**config.mk**
```make
export PLATFORM = sky130hd
export DESIGN_NAME = dma_err_capture
export DESIGN_NICKNAME = d
export VERILOG_FILES = /design/src/rtl/dec_pkg.sv /design/src/rtl/dec_status_bank.sv /design/src/rtl/dec_addr_latch.sv /design/src/rtl/dec_reg_port.sv /design/src/rtl/dma_err_capture.sv
export SDC_FILE = /design/constraint.sdc
export NUM_CORES = 1
export LEC_CHECK = 0
export ABC_CLOCK_PERIOD_IN_PS = 2600
export BUFFER_PORTS_ARGS = -buffer_cell sky130_fd_sc_hd__buf_4
export CAP_MARGIN = 20
export CELL_PAD_IN_SITES_DETAIL_PLACEMENT = 2
export CELL_PAD_IN_SITES_GLOBAL_PLACEMENT = 2
export CORE_MARGIN = 4
export CORE_UTILIZATION = 32
export DETAILED_ROUTE_END_ITERATION = 10
export GPL_ROUTABILITY_DRIVEN = 0
export PLACE_DENSITY = 0.87
export SLEW_MARGIN = 20
export SYNTH_ARGS = -nofsm -noshare
export SYNTH_HDL_FRONTEND = slang
export SYNTH_SLANG_ARGS = --single-unit
```
**constraint.sdc**
```tcl
create_clock -name clk -period 2.6 [get_ports clk]
set_input_delay 0.39 -clock clk [delete_from_list [all_inputs] [get_ports clk]]
set_output_delay 0.39 -clock clk [all_outputs]
set_load 0.03 [all_outputs]
```
**src/rtl/dec_pkg.sv**
```systemverilog
package dec_pkg;
  localparam int WORD_W  = 64;
  localparam int BMASK_W = 16;
  localparam int SYND_W  = 8;
  localparam int OFF_W   = 3;
  localparam int NFLAG   = 6;
  localparam int NBANK   = 2;

  // bit positions of the status word (decoded by software)
  localparam int POS_P_RD  = 62;
  localparam int POS_P_WR  = 61;
  localparam int POS_S_RD  = 59;
  localparam int POS_S_WR  = 58;
  localparam int POS_S_XL  = 57;
  localparam int POS_P_XL  = 56;
  localparam int POS_SYND  = 48;
  localparam int POS_BMASK = 32;
  localparam int POS_OFF   = 29;
  localparam int POS_BLK   = 23;

  // internal flag vector order: [2:0] primary rd/wr/xl, [5:3] secondary
  typedef enum logic [1:0] {
    K_READ  = 2'd0,
    K_WRITE = 2'd1,
    K_XLAT  = 2'd2,
    K_NONE  = 2'd3
  } ev_kind_e;

  typedef enum logic [2:0] {
    IDX_UE_ST = 3'd0,
    IDX_CE_ST = 3'd1,
    IDX_ADDR  = 3'd2,
    IDX_ALIAS = 3'd3,
    IDX_CTRL  = 3'd4
  } reg_idx_e;

  function automatic logic [NFLAG-1:0] word_to_flags(input logic [WORD_W-1:0] w);
    return {w[POS_S_XL], w[POS_S_WR], w[POS_S_RD],
            w[POS_P_XL], w[POS_P_WR], w[POS_P_RD]};
  endfunction
endpackage

```
**src/rtl/dec_status_bank.sv**
```systemverilog
module dec_status_bank
  import dec_pkg::*;
#(
  parameter bit IS_CORR = 1'b0
) (
  input  logic               clk,
  input  logic               rst,
  input  logic               ev_hit,
  input  logic [1:0]         ev_kind,
  input  logic [BMASK_W-1:0] ev_bmask,
  input  logic [OFF_W-1:0]   ev_off,
  input  logic               ev_blk,
  input  logic [SYND_W-1:0]  ev_synd,
  input  logic               clr_we,
  input  logic [NFLAG-1:0]   clr_mask,
  output logic [WORD_W-1:0]  status_word,
  output logic               flags_any,
  output logic               capture
);
  localparam logic [NFLAG-1:0] LEGAL = IS_CORR ? 6'b011011 : 6'b111111;

  logic [NFLAG-1:0]   flag_q, flag_d, f_clr, set_v;
  logic [2:0]         kind_sel, kind_ok;
  logic               busy, take;
  logic [BMASK_W-1:0] bmask_q;
  logic [OFF_W-1:0]   off_q;
  logic               blk_q;
  logic [SYND_W-1:0]  synd_q;

  always_comb begin
    f_clr = clr_we ? (flag_q & ~clr_mask) : flag_q;
    busy  = |f_clr[2:0];
    unique case (ev_kind)
      K_READ:  kind_sel = 3'b001;
      K_WRITE: kind_sel = 3'b010;
      K_XLAT:  kind_sel = 3'b100;
      default: kind_sel = 3'b000;
    endcase
    kind_ok = kind_sel & LEGAL[2:0];
    take    = ev_hit && (|kind_ok);
    if (!take)     set_v = '0;
    else if (busy) set_v = {kind_ok, 3'b000};
    else           set_v = {3'b000, kind_ok};
    flag_d  = (f_clr | set_v) & LEGAL;
    capture = take && !busy;
  end

  always_ff @(posedge clk) begin
    if (rst) begin
      flag_q  <= '0;
      bmask_q <= '0;
      off_q   <= '0;
      blk_q   <= 1'b0;
    end else begin
      flag_q <= flag_d;
      if (capture) begin
        bmask_q <= ev_bmask;
        off_q   <= ev_off;
        blk_q   <= ev_blk;
      end
    end
  end

  generate
    if (IS_CORR) begin : g_synd
      always_ff @(posedge clk) begin
        if (rst)          synd_q <= '0;
        else if (capture) synd_q <= ev_synd;
      end
    end else begin : g_nosynd
      logic unused_synd;
      assign unused_synd = ^ev_synd;
      assign synd_q = '0;
    end
  endgenerate

  always_comb begin
    status_word = '0;
    status_word[POS_P_RD] = flag_q[0];
    status_word[POS_P_WR] = flag_q[1];
    status_word[POS_P_XL] = flag_q[2];
    status_word[POS_S_RD] = flag_q[3];
    status_word[POS_S_WR] = flag_q[4];
    status_word[POS_S_XL] = flag_q[5];
    status_word[POS_SYND  +: SYND_W]  = synd_q;
    status_word[POS_BMASK +: BMASK_W] = bmask_q;
    status_word[POS_OFF   +: OFF_W]   = off_q;
    status_word[POS_BLK]  = blk_q;
    flags_any = |flag_q;
  end


  prim_onehot_chk: assert property (@(posedge clk) disable iff (rst)
    $onehot0(flag_q[2:0]));


  ctx_frozen_chk: assert property (@(posedge clk) disable iff (rst)
    ((|flag_q[2:0]) && !(clr_we && |(clr_mask[2:0] & flag_q[2:0])))
    |=> $stable({bmask_q, off_q, blk_q, synd_q}));


  flag_hold_chk: assert property (@(posedge clk) disable iff (rst)
    (!ev_hit && (!clr_we || clr_mask == '0)) |=> $stable(flag_q));
endmodule

```
**src/rtl/dec_addr_latch.sv**
```systemverilog
module dec_addr_latch #(
  parameter int ADDR_W = 40
) (
  input  logic              clk,
  input  logic              rst,
  input  logic              capture,
  input  logic [ADDR_W-1:0] addr_in,
  output logic [ADDR_W-1:0] addr_q
);
  always_ff @(posedge clk) begin
    if (rst)          addr_q <= '0;
    else if (capture) addr_q <= addr_in;
  end


  addr_hold_chk: assert property (@(posedge clk) disable iff (rst)
    !capture |=> $stable(addr_q));
endmodule

```
**src/rtl/dec_reg_port.sv**
```systemverilog
module dec_reg_port
  import dec_pkg::*;
#(
  parameter int ADDR_W = 40,
  parameter int IDX_W  = 3
) (
  input  logic              clk,
  input  logic              rst,
  input  logic              reg_we,
  input  logic [IDX_W-1:0]  reg_idx,
  input  logic [WORD_W-1:0] reg_wdata,
  input  logic [WORD_W-1:0] ue_word,
  input  logic [WORD_W-1:0] ce_word,
  input  logic [ADDR_W-1:0] fail_addr,
  input  logic              ue_any,
  input  logic              ce_any,
  output logic [NBANK-1:0]  clr_we,
  output logic [NFLAG-1:0]  clr_mask,
  output logic [WORD_W-1:0] reg_rdata,
  output logic              irq
);
  logic [NBANK-1:0]  en_q;
  logic [WORD_W-1:0] rd_d;
  logic              unused_wbits;

  assign unused_wbits = ^reg_wdata;
  assign clr_mask     = word_to_flags(reg_wdata);
  assign clr_we[0]    = reg_we && (reg_idx == IDX_W'(IDX_UE_ST));
  assign clr_we[1]    = reg_we && (reg_idx == IDX_W'(IDX_CE_ST));

  always_comb begin
    rd_d = '0;
    case (reg_idx)
      IDX_W'(IDX_UE_ST): rd_d = ue_word;
      IDX_W'(IDX_CE_ST): rd_d = ce_word;
      IDX_W'(IDX_ADDR),
      IDX_W'(IDX_ALIAS): rd_d = WORD_W'(fail_addr);
      IDX_W'(IDX_CTRL):  rd_d = WORD_W'(en_q);
      default:           rd_d = '0;
    endcase
  end

  always_ff @(posedge clk) begin
    if (rst) begin
      en_q      <= '0;
      reg_rdata <= '0;
      irq       <= 1'b0;
    end else begin
      if (reg_we && reg_idx == IDX_W'(IDX_CTRL)) en_q <= reg_wdata[NBANK-1:0];
      reg_rdata <= rd_d;
      irq       <= (ue_any & en_q[0]) | (ce_any & en_q[1]);
    end
  end


  irq_quiet_chk: assert property (@(posedge clk) disable iff (rst)
    (!ue_any && !ce_any) |=> !irq);


  irq_masked_chk: assert property (@(posedge clk) disable iff (rst)
    (en_q == '0) |=> !irq);
endmodule

```
**src/rtl/dma_err_capture.sv**
```systemverilog
module dma_err_capture
  import dec_pkg::*;
#(
  parameter int ADDR_W = 40,
  parameter int IDX_W  = 3
) (
  input  logic               clk,
  input  logic               rst,
  input  logic               ev_valid,
  input  logic               ev_cls,
  input  logic [1:0]         ev_kind,
  input  logic [ADDR_W-1:0]  ev_addr,
  input  logic [BMASK_W-1:0] ev_bmask,
  input  logic               ev_blk,
  input  logic [SYND_W-1:0]  ev_synd,
  input  logic               reg_we,
  input  logic [IDX_W-1:0]   reg_idx,
  input  logic [WORD_W-1:0]  reg_wdata,
  output logic [WORD_W-1:0]  reg_rdata,
  output logic               irq
);
  logic [WORD_W-1:0] st_word [NBANK];
  logic [NBANK-1:0]  st_any, st_cap, clr_we;
  logic [NFLAG-1:0]  clr_mask;
  logic [ADDR_W-1:0] fail_addr;

  generate
    for (genvar b = 0; b < NBANK; b++) begin : g_bank
      dec_status_bank #(.IS_CORR(b == 1)) u_bank (
        .clk        (clk),
        .rst        (rst),
        .ev_hit     (ev_valid && (ev_cls == b[0])),
        .ev_kind    (ev_kind),
        .ev_bmask   (ev_bmask),
        .ev_off     (ev_addr[5:3]),
        .ev_blk     (ev_blk),
        .ev_synd    (ev_synd),
        .clr_we     (clr_we[b]),
        .clr_mask   (clr_mask),
        .status_word(st_word[b]),
        .flags_any  (st_any[b]),
        .capture    (st_cap[b])
      );
    end
  endgenerate

  dec_addr_latch #(.ADDR_W(ADDR_W)) u_addr (
    .clk    (clk),
    .rst    (rst),
    .capture(|st_cap),
    .addr_in(ev_addr),
    .addr_q (fail_addr)
  );

  dec_reg_port #(.ADDR_W(ADDR_W), .IDX_W(IDX_W)) u_regs (
    .clk      (clk),
    .rst      (rst),
    .reg_we   (reg_we),
    .reg_idx  (reg_idx),
    .reg_wdata(reg_wdata),
    .ue_word  (st_word[0]),
    .ce_word  (st_word[1]),
    .fail_addr(fail_addr),
    .ue_any   (st_any[0]),
    .ce_any   (st_any[1]),
    .clr_we   (clr_we),
    .clr_mask (clr_mask),
    .reg_rdata(reg_rdata),
    .irq      (irq)
  );
endmodule

```
==> results.md, run 1 <==
* Vias in the first global route at 5589
* Hold WS at 0.2085 ns
* Layout Area Growth over Synthesis at 30.16%
* Die area at 0.02118 mm2
* Synth Register Bits at 163
* Layout net count at 872
* Pre-CTS WS at 0.2657 ns
* # DRC at 0
* R2R Setup Slk at 0.66 ns
* Total power divided by cell area at 694.7 mW/mm2
* Worst clock skew at 0.01098 ns
* Leakage at 3.633 nW
* Cell Rows at 50
* Max Slew Vio Count at 0
* WL/cell at 18.52 um
* RSZ-0062 raised after global routing: no
* Worst slew pin tran at 0.7619 ns
* CTS Buf Count at 17
* Core footprint at 0.01864 mm2
* First-pass GRT wire length at 29630 um
* Arr. time, crit path at 2.28 ns
* Minimum clock period at 1.937 ns
* Yosys warns at 0
* Outcome: complete, no violations
* Maximum clock path buffer count at 2
* Post-synthesis sequential area ratio at 53.92%
* Drt first pass iters at 4
* Max Freq at 0.5162 GHz
* Hold Buf Count CTS at 0
* Tightest Hold Check Type: in2reg
* Hold_sp: ev_synd[7]
* CP Class: reg2reg
* # setup viols final at 0
* Antenna-violating nets left at 0
* Chip width at 145.5 um
* Worst VDD drop at 0.4313 mV
* Initial core utilization at 32.46%
* Layout cells sized above 1 at 25.87%
* Max FO, Critical Path at 68
* Via density at 4.970
* CTS H-Tree Depth at 4
* Global Route Usage Sum at 17.20%
* Endpoint class of the critical path: flip-flop
* Hold Fails Final Rpt at 0
* Yosys cell types at 35
* Clock sinks at 163
* I/O pins at 204
* Reg-to-Reg End: u_addr.addr_q[28]
* R2R cell count at 5
* Reg-to-reg startpoint: g_bank[0].u_bank.flag_q[2]
* Max_cap viols at 0
* Hold endpoint: g_bank[1].u_bank.synd_q[7]
* Clock root cell: clkbuf_16
* Total Routed Length at 18150 um
* Fraction of registers with async set/reset at 0%
* Gate Count Post-Synth at 607
* Setup total negative slack at 0 ns
* Crit path setup slack, layout at 0.6628 ns
* # diodes at 0
* Post-synth top flop: dfxtp_1
* Tcrit/Tclk final at 74.51%
* Filler Cell Count at 1996
* IO buf count at 145
* WP data required at 2.94 ns
* Initial antenna violation count at 0
* Slew HR at 49.20%
* Worst setup SP type: flip-flop
* DR iter-0 viols at 110
* Largest net degree at the start of global routing at 69
* Mean Syn Cell Area at 9.970 um2
* Postcts setup bufs at 0
* Reg clk slew, reported paths at 0.07 ns
* Mapped Area at 0.006052 mm2
* Worst skew pair latency at 0.42 ns
* EDFF count, synth at 0
* TritonCTS clock tree: done
* Hold path cells at 3
* Resized cells post-CTS at 0
* Vias at 4871
* DP HPWL at 12550 um
* Total congestion overflow at 0
* Die Ht at 145.5 um
[flip-flops by register name, summed over array words and instances, names as in the netlist]
signal / cells
g_bank.u_bank.bmask_q: 32
u_regs.en_q: 2
g_bank.u_bank.off_q: 6
u_regs.reg_rdata: 62
u_addr.addr_q: 40
g_bank.u_bank.synd_q: 8
g_bank.u_bank.blk_q: 2
g_bank.u_bank.flag_q: 10
u_regs.irq: 1
[where the power goes]
group | leakage [nW] | total (mW) | switching [mW] | internal, mW
registers | 1.32 | 2.62 | 0.0419 | 2.58
logic | 2.05 | 0.496 | 0.268 | 0.228
clock network | 0.265 | 2.36 | 1.10 | 1.25
[layout make-up]
cell class	instances	area, um2	area share [%]
clock inverters	14	128.9	1.636
clock buffers	18	429.2	5.448
flip-flops and latches	163	3263	41.42
inverters	1	3.754	0.04765
multi-input cells	395	2559	32.48
well taps	234	292.8	3.717
repair buffers	155	1201	15.25
[logic make-up (layout without fill, tap and decap cells)]
group | count (synthesis) | in the layout | synth area share (%)
other | 1 | 2 | 0.06196
AO/OA/AOI/OAI | 113 | 113 | 13.46
AND/OR/NAND/NOR | 206 | 206 | 16.46
flip-flops | 163 | 163 | 53.92
buffers and inverters | 50 | 188 | 3.866
multiplexers | 74 | 74 | 12.24
[placed cells by master, fill, tap and decap left out, types with 3 or more instances in the layout]
master and instances:
a21bo_1 40, a21oi_1 56, a22oi_1 3, and2_1 26, and3_1 11, buf_12 3, buf_4 152, clkbuf_16 17
clkinv_4 3, clkinvlp_4 3, dfxtp_1 163, inv_6 3, mux2i_1 74, nand2_1 7, nand3_1 44, nand3b_1 6
nor2_1 98, nor2b_1 4, o21a_1 3
[layer usage]
| layer | global-route usage [%] | wire length (um) | up-vias |
|---|---|---|---|
| met5 | 0 | 0 | - |
| met4 | 5.081 | 233 | 0 |
| met3 | 4.267 | 675 | 18 |
| met2 | 31.78 | 9688 | 111 |
| met1 | 19.58 | 7548 | 2421 |
| li1 | - | - | 2321 |
[cells in the mapped netlist, drive strengths merged (2+ instances only)]
| master | instances | area share, % |
|---|---|---|
| a21bo | 41 | 6.8 |
| buf | 24 | 2.3 |
| dfxtp | 163 | 54 |
| nor2b | 4 | 0.41 |
| nor2 | 98 | 6.1 |
| nand2 | 7 | 0.43 |
| nand3 | 44 | 3.6 |
| nand2b | 2 | 0.21 |
| a22oi | 3 | 0.37 |
| and3 | 11 | 1.1 |
| a21oi | 56 | 4.6 |
| o21a | 3 | 0.37 |
| a32oi | 2 | 0.29 |
| o31ai | 3 | 0.54 |
| nand3b | 6 | 0.74 |
| o21ai | 4 | 0.33 |
| and2 | 26 | 2.7 |
| nor4b | 2 | 0.39 |
| or2 | 2 | 0.21 |
| mux2i | 74 | 12 |
| clkbuf | 25 | 1.6 |
[metrics by stage]
stage / cells / utilization (%) / cell area, um2 / power [mW]
finish: 980 / 42.25 / 7878 / 5.472
global route: 980 / 42.25 / 7878 / 5.738
CTS: 980 / 42.25 / 7878 / 5.562
detailed placement: 948 / 39.26 / 7320 / 3.179
global placement: 948 / 39.26 / 7320 / 3.142
floorplan: 608 / - / 6056 / 2.963
[critical path, cell delays in order, from the launching register on]
cell	delay, ns
dfxtp_1	0.41
a21bo_2	0.28
nand4b_1	0.14
buf_4	0.61
nand3_1	0.18
a21oi_1	0.20
[how the worst max path moves through the flow]
stage	from	slack (ns)	endpoint
2_1_floorplan	reg_idx[2]	0.78	g_bank[0].u_bank.bmask_q[10]
3_3_place_gp	reg_idx[1]	0.43	u_addr.addr_q[1]
3_5_place_dp	reg_idx[1]	0.27	u_addr.addr_q[28]
4_1_cts	g_bank[0].u_bank.flag_q[2]	0.65	g_bank[0].u_bank.off_q[0]
5_1_grt	g_bank[0].u_bank.flag_q[2]	0.52	g_bank[0].u_bank.off_q[1]
6_report	g_bank[0].u_bank.flag_q[2]	0.66	u_addr.addr_q[28]
(Power assumes the default switching activity.)
==> run 2: changes to the inputs <==
Settings changed: ABC_CLOCK_PERIOD_IN_PS 2600 to 1800, CORE_UTILIZATION 32 to 30, PLACE_DENSITY 0.87 to 0.83.
Clock period 2.6 ns to 1.8 ns, I/O delays scaled along.
==> results.md, run 2 (synthesized netlist as in run 1, its figures left out) <==
* Minimum clock period at 1.664 ns
* Outcome: complete, no violations
* Resized cells post-CTS at 0
* I/O pins at 204
* Reg with most FFs: u_regs.reg_rdata
* Sequential power share at 46.6%
* Antenna-violating nets left at 0
* Top Registers: u_regs.reg_rdata: 62 flops, u_addr.addr_q: 40 flops, g_bank.u_bank.bmask_q: 32 flops
* CP max-delay cell: dfxtp_1
* Global Route Usage Sum at 16.68%
* # diodes at 0
* Endpoint class of the critical path: flip-flop
* DR iter-0 viols at 135
* Max FO, Critical Path at 51
* Max reg flops at 62
* Vias at 4900
* Filler Cell Count at 2153
* Max Slew Vio Count at 0
* Maximum clock path buffer count at 2
* Vias in the first global route at 5566
* Total congestion overflow at 0
* Hold Buf Count CTS at 0
* Postcts setup bufs at 0
* Worst skew pair latency at 0.43 ns
* Family with the most delay on the worst path: flip-flops
* Layout Area Growth over Synthesis at 32.56%
* Initial core utilization at 30.79%
* Die area at 0.02251 mm2
* Core Util, Final at 40.82%
* Switching Fraction at 25.51%
* Post-route cell area at 0.008023 mm2
* # setup viols final at 0
* Initial antenna violation count at 0
* # DRC at 0
* Post-Layout Cell Count at 1019
* Clock Power Share at 44.3%
* Logic pwr share at 9.1%
* Drt first pass iters at 4
* Total power at 8.126 mW
* NetSw at 2.073 mW
* Worst slew pin tran at 0.8328 ns
* Max incr delay on CP at 0.36 ns
* Arr. time, crit path at 1.96 ns
* CTS Buf Count at 17
* Worst VDD drop at 0.6131 mV
* Core footprint at 0.01965 mm2
* Die Ht at 150.0 um
* FF/Latch Area at 0.003263 mm2
* TritonCTS clock tree: done
* Total power divided by cell area at 1013 mW/mm2
* Hold WS at 0.08375 ns
* Max Freq at 0.6010 GHz
* WP buf/inv at 1
* IO buf count at 145
* Crit path cell chain: a21bo_2 > nand4b_1 > clkbuf_16 > mux2i_1 > nor2_1
* CTS H-Tree Depth at 4
* Worst clock skew at 0.01251 ns
* CP Class: reg2reg
* Total Routed Length at 18620 um
* WP data required at 2.10 ns
* Hold Fails Final Rpt at 0
* Layout cells sized above 1 at 26.79%
* Reg clk slew, reported paths at 0.07 ns
* Commonest non-fill, non-tap cell in the layout: dfxtp_1
* First-pass GRT wire length at 29520 um
* Clock sinks at 163
* Int Power at 6.053 mW
* Chip width at 150.0 um
* Via density at 4.809
* Cell Rows at 51
* Tightest Hold Check Type: in2reg
* Tcrit/Tclk final at 92.43%
* Clock root cell: clkbuf_16
* Multi-input gate area at 0.002559 mm2
* Most frequent cells in the layout: dfxtp_1, buf_4, nor2_1
* WL/cell at 18.27 um
* DP HPWL at 12590 um
* Placed cell count at 986
* Slew HR at 44.48%
* Worst setup SP type: flip-flop
* Leakage at 3.695 nW
* Max_cap viols at 0
* Layout net count at 880
* Area of placed instances at 0.007423 mm2
* Largest net degree at the start of global routing at 103
* RSZ-0062 raised after global routing: no
[run 2: changes by cell type in the layout (fill, tap and decap cells not counted), sizes merged]
cell and delta:
clkbuf +1, buf +7, clkinv -3, inv +2, bufinv +1
[run 2: metal layers]
metal	track usage, %	up-vias	wire length, um
li1	-	2332	-
met1	18.48	2453	7622
met2	31.16	96	9979
met3	4.512	19	790
met4	4.666	0	224
met5	0	-	0
[run 2: power groups by stage]
stage          clock network (mW)  logic [mW]  registers [mW]
2_1_floorplan                   0       0.405            3.88
3_3_place_gp                    0       0.701            3.86
3_5_place_dp                    0       0.737            3.87
4_1_cts                      3.70       0.745            3.79
5_1_grt                      3.88       0.810            3.80
6_report                     3.60       0.738            3.78
[run 2: cell type report]
type / instances / area share, %
inverter: 1 / 0.04679
tap: 265 / 4.133
multi-input combinational: 395 / 31.89
clock buffer: 18 / 5.474
sequential: 163 / 40.67
clock inverter: 14 / 1.794
timing repair buffer: 163 / 15.99
[run 2: stage by stage]
| stage | TNS (ns) | worst slack (ns) |
|---|---|---|
| finish | 0 | 0.1362 |
| global route | 0 | 0.01442 |
| CTS | 0 | 0.05823 |
| detailed placement | -7.811 | -0.2005 |
| global placement | -1.672 | -0.04571 |
| floorplan | 0 | 0.09746 |
[run 2: path summary, 6_finish.rpt]
kind                               from                           end  slack, ns  depth (start not counted)
max          g_bank[0].u_bank.flag_q[2]  g_bank[0].u_bank.bmask_q[15]       0.14                          5
min                          ev_synd[0]    g_bank[1].u_bank.synd_q[0]       0.08                          3
max reg2reg  g_bank[0].u_bank.flag_q[2]  g_bank[0].u_bank.bmask_q[15]       0.14                          5
min reg2reg           u_addr.addr_q[21]          u_regs.reg_rdata[21]       0.44                          1
[run 2: worst min-delay path: stages]
cell	delay (ns)
buf_4	0.08
mux2i_1	0.05
nor2_1	0.07
